--- src/rtl/vid_bus_steal.sv ---
module vid_bus_steal #(
  parameter int LO_TICKS  = 7,
  parameter int HI_TICKS  = 7,
  parameter int PULL_LEAD = 2,
  parameter int KICK_LEAD = 4,
  parameter int KICK_LEN  = 2
) (
  input  logic clk,
  input  logic rst_n,
  input  logic vid_req,
  input  logic vid_done,
  output logic vid_grant,
  output logic phi2,
  output logic bus_en,
  output logic rdy_oe,
  output logic rdy_out,
  input  logic rdy_in
);
  localparam int PERIOD = LO_TICKS + HI_TICKS;
  localparam int CW     = $clog2(PERIOD);
  localparam logic [CW-1:0] LAST     = CW'(PERIOD - 1);
  localparam logic [CW-1:0] DECIDE   = CW'(PERIOD - KICK_LEAD - 1);
  localparam logic [CW-1:0] PULL_AT  = CW'(PERIOD - PULL_LEAD);
  localparam logic [CW-1:0] SAMPLE   = CW'(PERIOD - PULL_LEAD - 1);
  localparam logic [CW-1:0] KICK_END = CW'(PERIOD - KICK_LEAD + KICK_LEN - 1);
  localparam logic [CW-1:0] HI_START = CW'(LO_TICKS);

  typedef enum logic [2:0] {IDLE, ASSERT_RDY, GRANTED, KICK_HIGH, RELEASE} st_t;

  st_t           state;
  logic [CW-1:0] cnt;
  logic [1:0]    req_q, done_q;
  logic          cpu_hold;

  wire req_s  = req_q[1];
  wire done_s = done_q[1];

  always_ff @(posedge clk or negedge rst_n)
    if (!rst_n) begin
      cnt    <= '0;
      req_q  <= '0;
      done_q <= '0;
    end else begin
      cnt    <= (cnt == LAST) ? '0 : cnt + 1'b1;
      req_q  <= {req_q[0], vid_req};
      done_q <= {done_q[0], vid_done};
    end

  always_ff @(posedge clk or negedge rst_n)
    if (!rst_n) begin
      state    <= IDLE;
      cpu_hold <= 1'b0;
    end else begin
      case (state)
        IDLE:       if (req_s && cnt == DECIDE) state <= ASSERT_RDY;
        ASSERT_RDY: begin
          if (cnt == SAMPLE) cpu_hold <= !rdy_in;
          if (cnt == LAST) state <= GRANTED;
        end
        GRANTED:    if (done_s && cnt == DECIDE) state <= KICK_HIGH;
        KICK_HIGH:  if (cnt == KICK_END) state <= RELEASE;
        RELEASE:    if (cnt == LAST) state <= IDLE;
        default:    state <= IDLE;
      endcase
    end

  assign phi2      = cnt >= HI_START;
  assign vid_grant = state == GRANTED || state == KICK_HIGH || state == RELEASE;
  assign bus_en    = !vid_grant;
  assign rdy_oe    = (state == ASSERT_RDY && cnt >= PULL_AT) || state == GRANTED ||
                     (state == KICK_HIGH && !cpu_hold);
  assign rdy_out   = state == KICK_HIGH;
endmodule


--- config.mk ---
export PLATFORM = sky130hd
export DESIGN_NAME = vid_bus_steal
export DESIGN_NICKNAME = d
export VERILOG_FILES = /design/src/rtl/vid_bus_steal.sv
export SDC_FILE = /design/constraint.sdc
export NUM_CORES = 1
export LEC_CHECK = 0
export BUFFER_PORTS_ARGS = -buffer_cell sky130_fd_sc_hd__clkbuf_2
export CAP_MARGIN = 15
export CELL_PAD_IN_SITES_DETAIL_PLACEMENT = 0
export CELL_PAD_IN_SITES_GLOBAL_PLACEMENT = 1
export CORE_AREA = 2 2 39 41
export CTS_BUF_LIST = sky130_fd_sc_hd__clkbuf_4
export CTS_CLUSTER_SIZE = 28
export DETAILED_ROUTE_END_ITERATION = 8
export DIE_AREA = 0 0 41 43
export GPL_TIMING_DRIVEN = 0
export MAX_ROUTING_LAYER = met4
export PLACE_DENSITY = 0.9
export SYNTH_ARGS = -nofsm -noshare
export SYNTH_HDL_FRONTEND = slang
export SYNTH_SLANG_ARGS = --single-unit
--- constraint.sdc ---
create_clock -name clk -period 2.6 [get_ports clk]
set_input_delay 0.13 -clock clk [delete_from_list [all_inputs] [get_ports clk]]
set_output_delay 0.13 -clock clk [all_outputs]
set_load 0.05 [all_outputs]
* Word-level counts from Yosys, hierarchy flattened
Index checks and enable logic that the tools add are counted.
** Word-level totals
- Output and inout bits :: 5
- Flip-flop bits (word level) :: 12
- Input bits :: 5
** Cells by class
- $lt $le $gt $ge :: 2
- Reductions and logical operators :: 14
- Add/subtract/negate cells :: 1
- Equal/unequal tests :: 12
- Multiplexer cells :: 7
** Operator list (count)
- 3-bit 2-to-1 mux :: 5
- 3-bit case mux with 5 select lines :: 1
- 4-bit equality test (second input constant) :: 3
- 2-bit != test (second input constant) :: 4
- 3-bit by 2-bit equality test with 1-bit output (second input constant) :: 2
- 5-bit AND reduction :: 1
- 4-bit by 1-bit adder with 4-bit output (second input constant) :: 1
- 4-bit by 3-bit >= comparator with 1-bit output (second input constant) :: 1
- 4-bit >= comparator (second input constant) :: 1
- 1-bit logical AND :: 4
- 1-bit logical OR :: 4
- 4-bit 2-to-1 mux :: 1
- 3-bit by 1-bit equality test with 1-bit output (second input constant) :: 1
- 3-bit equality test (second input constant) :: 1
- 1-bit zero test :: 3
- 3-bit zero test :: 1
- 2-bit by 1-bit != test with 1-bit output (second input constant) :: 1
- 2-bit AND reduction :: 1

* Longest topological paths before layout
Gate-level depths: netlist of the first run.
- Depth after elaboration :: 4
- Depth in mapped cells :: 4
- Depth with buffers taken out :: 3

* Worst setup path before layout of the first run
OpenSTA, ideal clock, no wires.
- Path kind :: reg-to-output
- Start :: reg state[2]
- End :: out bus_en
- Stages on the path, launching flop included :: 4
- Arrival time :: 1448 ps
- Path slack :: 1022 ps
- Buffers on the path :: 1
- Data required time :: 2470 ps
- Cell sequence :: dfrtp_1 > clkbuf_1 > nor2_1 > a21oi_1
** On the way
- Longest elaborated chain between the ends :: 4
- Elaborated cells on any way between the ends :: 6
- Classes of those cells :: eq/ne: 3; reduce/logical: 3
** RTL lines
- start: declaration :: RTL line 30 : st_t state;
- start signal: assignment :: RTL line 51 : state <= IDLE;
- start signal: assignment :: RTL line 55 : IDLE: if (req_s && cnt == DECIDE) state <= ASSERT_RDY;
- start signal: assignment :: RTL line 58 : if (cnt == LAST) state <= GRANTED;
- 3-bit by 2-bit equality test with 1-bit output :: RTL line 68 : assign vid_grant = state == GRANTED || state == KICK_HIGH || state == RELEASE;
- 1-bit logical OR :: RTL line 68
- 1-bit logical OR * :: RTL line 68
- 1-bit zero test * :: RTL line 69 : assign bus_en = !vid_grant;
- end: declaration :: RTL line 14 : output logic bus_en,
Mark *: on every way between the ends. The rest lies on a longest branch, timed or not.

* Worst setup path in the final report of the first run
- Start :: reg state[1]
- End :: out rdy_oe
** On the way
- Longest elaborated chain between the ends :: 4
- Elaborated cells on any way between the ends :: 7
- Classes of those cells :: eq/ne: 3; reduce/logical: 4
** RTL lines
- 3-bit by 1-bit equality test with 1-bit output :: RTL line 70 : assign rdy_oe = (state == ASSERT_RDY && cnt >= PULL_AT) || state == GRANTED ||
- 1-bit logical AND :: RTL line 70
- 1-bit logical OR :: RTL line 70
- 1-bit logical OR * :: RTL line 70
- end: declaration :: RTL line 15 : output logic rdy_oe,
Marks and branches as above.

==> impl_metrics.csv, run 1 <==
group,metric,value,unit
run_status,status,"complete, no violations",
floorplanning,start_util,0.426,
synthesis,syn_area_per_cell,10.2,µm²
grt,gr-usage-met1,0.166,
grt,grt_pass1_vias,429,
cts,worst_skew_pair.late_latency,270,ps
synthesis,ys_ff_latch,12,
routing,wirelength,1080,µm
critical_path,critPathLaunchType,"flip-flop",
grt,grt.total_usage,0.162,
synthesis,synth_top_area_cell,"dfrtp_1",
synthesis,ys.warnings.count,0,
power,ir_drop,0.000384,V
timing,tightest_slew,384,ps
finish,drive_above_1_share,0.297,
timing,finalSetupViolations,0,
critical_path,critPathRequiredTime,2470,ps
routing,drt_iter0_drc,8,
synthesis,syn_inst,58,
critical_path,crit_type,"flip-flop to output port",
timing,setup_tns,0,ps
cts,cts.htree.levels,1,
placement,place.gp.congestion,0.707,
synthesis,synth_nets,63,
synthesis,synthTopCellsByArea,"dfrtp_1 (51%), nand2_1 (5.1%), mux2_2 (3.8%), o21ai_0 (3.4%), nor2_1 (3.2%)",
run,drv_cap,0,
cts,post_cts_buffers,0,
grt,grt_pass1_wl,1800,µm
critical_path,endpoint_kind,"output port",
finish,final_nets,80,
timing,hold_viol,0,
critical_path,crit_arrival,1520,ps
critical_path,crit_family,"flip-flops",
synthesis,synth_top_area_frac,0.510,
floorplanning,chipWidth,41,µm
critical_path,worst_r2r_path_depth,4,
critical_path,cp_max_fo,7,
timing,timing.hold.ws,53.6,ps
cts,clock-root-buffer,"clkbuf_4",
critical_path,worst_path_largest_cell_delay,480,ps
finish,antenna_cells,0,
critical_path,path_buf_inv,1,
power,p_leak,0.320,nW
cts,clock_sink_count,12,
routing,drc,0,
floorplanning,core_area,1380,µm²
timing,final.min_clock_period,1650,ps
timing,fin_crit_sh,0.635,
timing,fin_worst_skew,4.10,ps
timing,slew_headroom,0.744,
timing,rsz0062_at_grt,"no",
floorplanning,dieHeight,43,µm
min_path,min_path_type,"input pin to flip-flop",
routing,first_pass_iters,3,
routing,ant_nets,0,
grt,grt.busiest_layer,"met2",
synthesis,yosysSeqAreaShare,0.510,
grt,overflow,0,
floorplanning,die_area,1760,µm²
grt,met2_usage,0.256,
cts,clock_path_buffers,2,
grt,antenna_found_initial,0,
routing,vias,474,
power,p_per_area,853,nW/µm²
critical_path,path_cells,"nand2b_1 -> a2bb2oi_1 -> nor2_1 -> clkbuf_2",
floorplanning,pin_count,10,
finish,synthToLayoutAreaGrowth,20.6,%
timing,drv_slew,0,
grt,grt_max_degree,13,
synthesis,syn_area,589,µm²
synthesis,ys_types,26,
cts,cts_buffers,3,
min_path,whs_path_depth,2,
routing,vias_per_cell,5.27,
floorplanning,rows,14,
timing,clock.fmax,0.606,GHz
placement,portBuffers,9,
critical_path,slowest_stage,"dfrtp_1",
grt,met3_usage,0.0942,
critical_path,cp.depth,4,
routing,post_drt_wl_per_cell,12.0,µm
cts,tritoncts,"built",
cts,clkTransAtPathRegs,70,ps
==> registers in the layout, summed over array words and instances (netlist names) <==
name / flops
state: 3
cpu_hold: 1
req_q: 2
done_q: 2
cnt: 4
==> cells by family (layout without fill, tap and decap cells) <==
kind of cell,Yosys count,in the layout,share of synthesized area
flops,12,12,0.510
buf+inv,7,23,0.0616
simple gates,21,21,0.178
mux,3,3,0.0552
compound gates,15,15,0.195
==> layout make-up <==
| class | count | area (µm²) |
|---|---|---|
| Inverter | 3 | 11.3 |
| Timing Repair Buffer | 12 | 75.1 |
| Clock inverter | 1 | 3.75 |
| Clock buffer | 3 | 22.5 |
| Buffer | 4 | 25.0 |
| Fill cell | 133 | 673 |
| Tap cell | 16 | 20.0 |
| Multi-Input combinational cell | 39 | 253 |
| Sequential cell | 12 | 300 |
==> final timing paths <==
kind                                 from        end  slack [ps]
max in group asynchronous           rst_n     cnt[1]        2110
worst min-delay path               rdy_in   cpu_hold          50
worst max register to register     cnt[2]   state[0]        1110
worst max-delay path             state[1]     rdy_oe         950
worst min register to register  done_q[0]  done_q[1]         360
min in group asynchronous           rst_n   state[1]         270
==> per-layer routing <==
| layer | routed length [µm] | up-vias |
|---|---|---|
| met2 | 540 | 11 |
| met3 | 59 | 2 |
| li1 | - | 237 |
| met1 | 476 | 224 |
| met4 | 6 | 0 |
| met5 | 0 | - |
==> repair_timing <==
action,in CTS,in global routing
resized for setup,0,0
hold buffers,3,0
endpoints found under the hold margin,14,0
==> report_power, final <==
part / internal (mW) / switching (mW) / total (mW)
clock network: 0.0555 / 0.0577 / 0.113
registers: 0.210 / 0.0386 / 0.249
logic: 0.0732 / 0.171 / 0.244
total: 0.339 / 0.267 / 0.606
==> stage by stage <==
stage / cells / power (mW) / area, µm² / util / worst slack, ps
3_3_place_gp: 83 / 0.488 / 654 / 0.473 / 1140
4_1_cts: 90 / 0.613 / 711 / 0.514 / 943
3_5_place_dp: 83 / 0.494 / 654 / 0.473 / 1110
5_1_grt: 90 / 0.644 / 711 / 0.514 / 845
6_report: 90 / 0.606 / 711 / 0.514 / 950
2_1_floorplan: 58 / 0.436 / 589 / - / 1020
==> cells in the final DEF, fill, tap and decap left out, types with 2 or more instances in the layout <==
cell and count:
clkbuf_2 9, dfrtp_1 12, nor2b_1 2, nor2_1 5, mux2_2 2, nand2b_1 2
clkbuf_4 3, buf_2 2, a21oi_1 2, dlygate4sd3_1 3, inv_1 3, o21ai_0 4
nand2_1 8
==> synthesized netlist by cell type, drive strengths merged <==
library cell and count:
o22ai 1, a2111oi 1, o21ai 4, dfrtp 12, o41ai 1, mux2 2
nor2 5, a21oi 2, o31ai 1, or3 1, a211oi 1, a2bb2oi 1
inv 3, nor3 1, mux2i 1, a22o 1, buf 3, o2bb2ai 1
or2 1, nand4b 1, nand2 8, clkbuf 1, a31o 1, nand2b 2
nor2b 2
No activity file was read; power rests on OpenSTA's default activity.
==> run 2, diff against run 1 <==
Settings changed: CORE_AREA 2 2 39 41 to not set, CORE_UTILIZATION set to 43, DIE_AREA 0 0 41 43 to not set, PLACE_DENSITY 0.9 to 0.88.
Clock period 2.6 ns to 1.6 ns, I/O delays scaled along.
==> run 2 against run 1 <==
Compared with the run above: critical path type is now flip-flop to flip-flop; routed wire length is 7.8% lower; die area is 14% lower; register-to-register slack worse by 990 ps; clock power is 63% higher; sequential share of layout area is 0.56 points lower; largest cell class unchanged; sequential power is 62% higher; global-route usage is 1.2 points higher; cell count is 1.1% lower; flip-flop and latch count stayed put; core utilization is 9.6 points higher; highest routed layer unchanged; design area is 1.8% higher.
==> impl_metrics.csv, run 2 (same netlist as run 1, synthesis figures left out) <==
group,metric,value,unit
power,p_leak,0.328,nW
critical_path,r2r-start,"cnt[2]",
routing,post_drt_wl_per_cell,11.2,µm
cts,worst_skew_pair.late_latency,260,ps
finish,antenna_cells,0,
cts,clkTransAtPathRegs,70,ps
grt,grt_max_degree,13,
grt,grt_pass1_wl,1700,µm
critical_path,crit_type,"flip-flop to flip-flop",
critical_path,reg2reg_slack,120,ps
placement,dpl.hpwl,702,µm
cts,clock_path_buffers,2,
finish,fin_util,0.610,
floorplanning,chipWidth,39.0,µm
floorplanning,core_area,1190,µm²
power,p_int,0.563,mW
grt,grt.total_usage,0.174,
timing,finalSetupViolations,0,
cts,cts.htree.levels,1,
run_status,status,"complete, no violations",
critical_path,cp-startpoint,"cnt[2]",
power,ir_drop,0.000701,V
finish,largest_reg_flops,4,
critical_path,endpoint_kind,"flip-flop",
timing,hold_viol,0,
floorplanning,dieHeight,39.0,µm
routing,vias_per_cell,5.13,
critical_path,cp_max_fo,9,
finish,register_area,302,µm²
power,pwr-share-clk,0.185,
finish,final_cell_mix,"dfrtp_1 (11), nand2_1 (8), clkbuf_2 (8)",
cts,cts_buffers,3,
floorplanning,start_util,0.497,
cts,clock-root-buffer,"clkbuf_4",
power,p_per_area,1380,nW/µm²
routing,first_pass_iters,3,
timing,fin_worst_skew,0.679,ps
finish,drive_above_1_share,0.320,
timing,drv_slew,0,
routing,wirelength,999,µm
critical_path,critPathLaunchType,"flip-flop",
timing,rsz0062_at_grt,"no",
floorplanning,pin_count,10,
timing,final.min_clock_period,1480,ps
timing,tightest_slew,351,ps
floorplanning,rows,12,
timing,clock.fmax,0.674,GHz
timing,setup_tns,0,ps
grt,grt_pass1_vias,434,
finish,reg_top3,"cnt (4), state (3)",
floorplanning,die_area,1520,µm²
finish,multi_input_area,253,µm²
finish,regMostFlops,"cnt",
finish,fillCellCount,115,
power,power_frac_seq,0.406,
min_path,min_path_type,"input pin to async pin",
placement,place.gp.congestion,0.669,
power,swShare,0.434,
power,comb_power_share,0.409,
routing,drt_iter0_drc,4,
cts,clock_sink_count,12,
grt,antenna_found_initial,0,
finish,synthToLayoutAreaGrowth,22.7,%
routing,drc,0,
timing,fin_crit_sh,0.927,
run,drv_cap,0,
finish,final_nets,81,
placement,portBuffers,9,
critical_path,crit_arrival,1630,ps
power,power_switching,0.432,mW
routing,vias,457,
timing,slew_headroom,0.764,
finish,final_common_cell,"dfrtp_1",
routing,ant_nets,0,
critical_path,critPathRequiredTime,1750,ps
grt,overflow,0,
cts,tritoncts,"built",
-- run 2: cell type report --
cell class | instances | area share
clock buffers | 3 | 0.0311
repair buffers | 13 | 0.121
plain buffers | 4 | 0.0363
clock inverters | 1 | 0.00519
multi-input cells | 39 | 0.349
flip-flops and latches | 12 | 0.417
well taps | 14 | 0.0242
inverters | 3 | 0.0156
-- run 2: worst paths after layout --
check | to | cells after the start
max | state[0] | 4
min | cnt[3] | 2
max reg2reg | state[0] | 4
min reg2reg | req_q[1] | 0
max in group asynchronous | state[1] | 2
min in group clk | req_q[1] | 0
-- run 2: power by group through the flow --
stage	logic (mW)	registers, mW	clock network (mW)
2_1_floorplan	0.320	0.389	0
3_3_place_gp	0.386	0.406	0
3_5_place_dp	0.395	0.406	0
4_1_cts	0.409	0.400	0.195
5_1_grt	0.445	0.414	0.209
6_report	0.407	0.404	0.184
-- run 2: critical path: stages (launching register included) --
cell and delay [ps]:
dfrtp_1 380, buf_6 130, or3_4 390, a2111oi_2 380, o2bb2ai_1 90
-- run 2: what timing repair did --
action / in CTS / in global routing
gates resized for setup: 1 / 5
pin swaps: 0 / 0
setup endpoints to repair: 1 / 4
hold buffers: 4 / 0
setup buffers: 0 / 0
hold endpoints to repair: 15 / 0
-- run 2: metal layers --
layer  GRT usage  routed length [µm]  vias to the layer above
met1       0.196                 489                      212
met4      0.0776                   4                        0
li1            -                   -                      238
met2       0.296                 484                        5
met3      0.0347                  22                        2
met5           -                   0                        -
-- run 2: stage by stage --
step / setup slack [ps] / cell area (µm²) / hold slack [ps] / instances / power, mW
floorplan: 71.6 / 589 / -216 / 58 / 0.709
global route: 20.8 / 723 / 241 / 89 / 1.07
global placement: 138 / 652 / -24.4 / 81 / 0.792
CTS: 23.1 / 721 / 223 / 89 / 1.00
detailed placement: 124 / 652 / -21.9 / 81 / 0.801
finish: 117 / 723 / 225 / 89 / 0.995
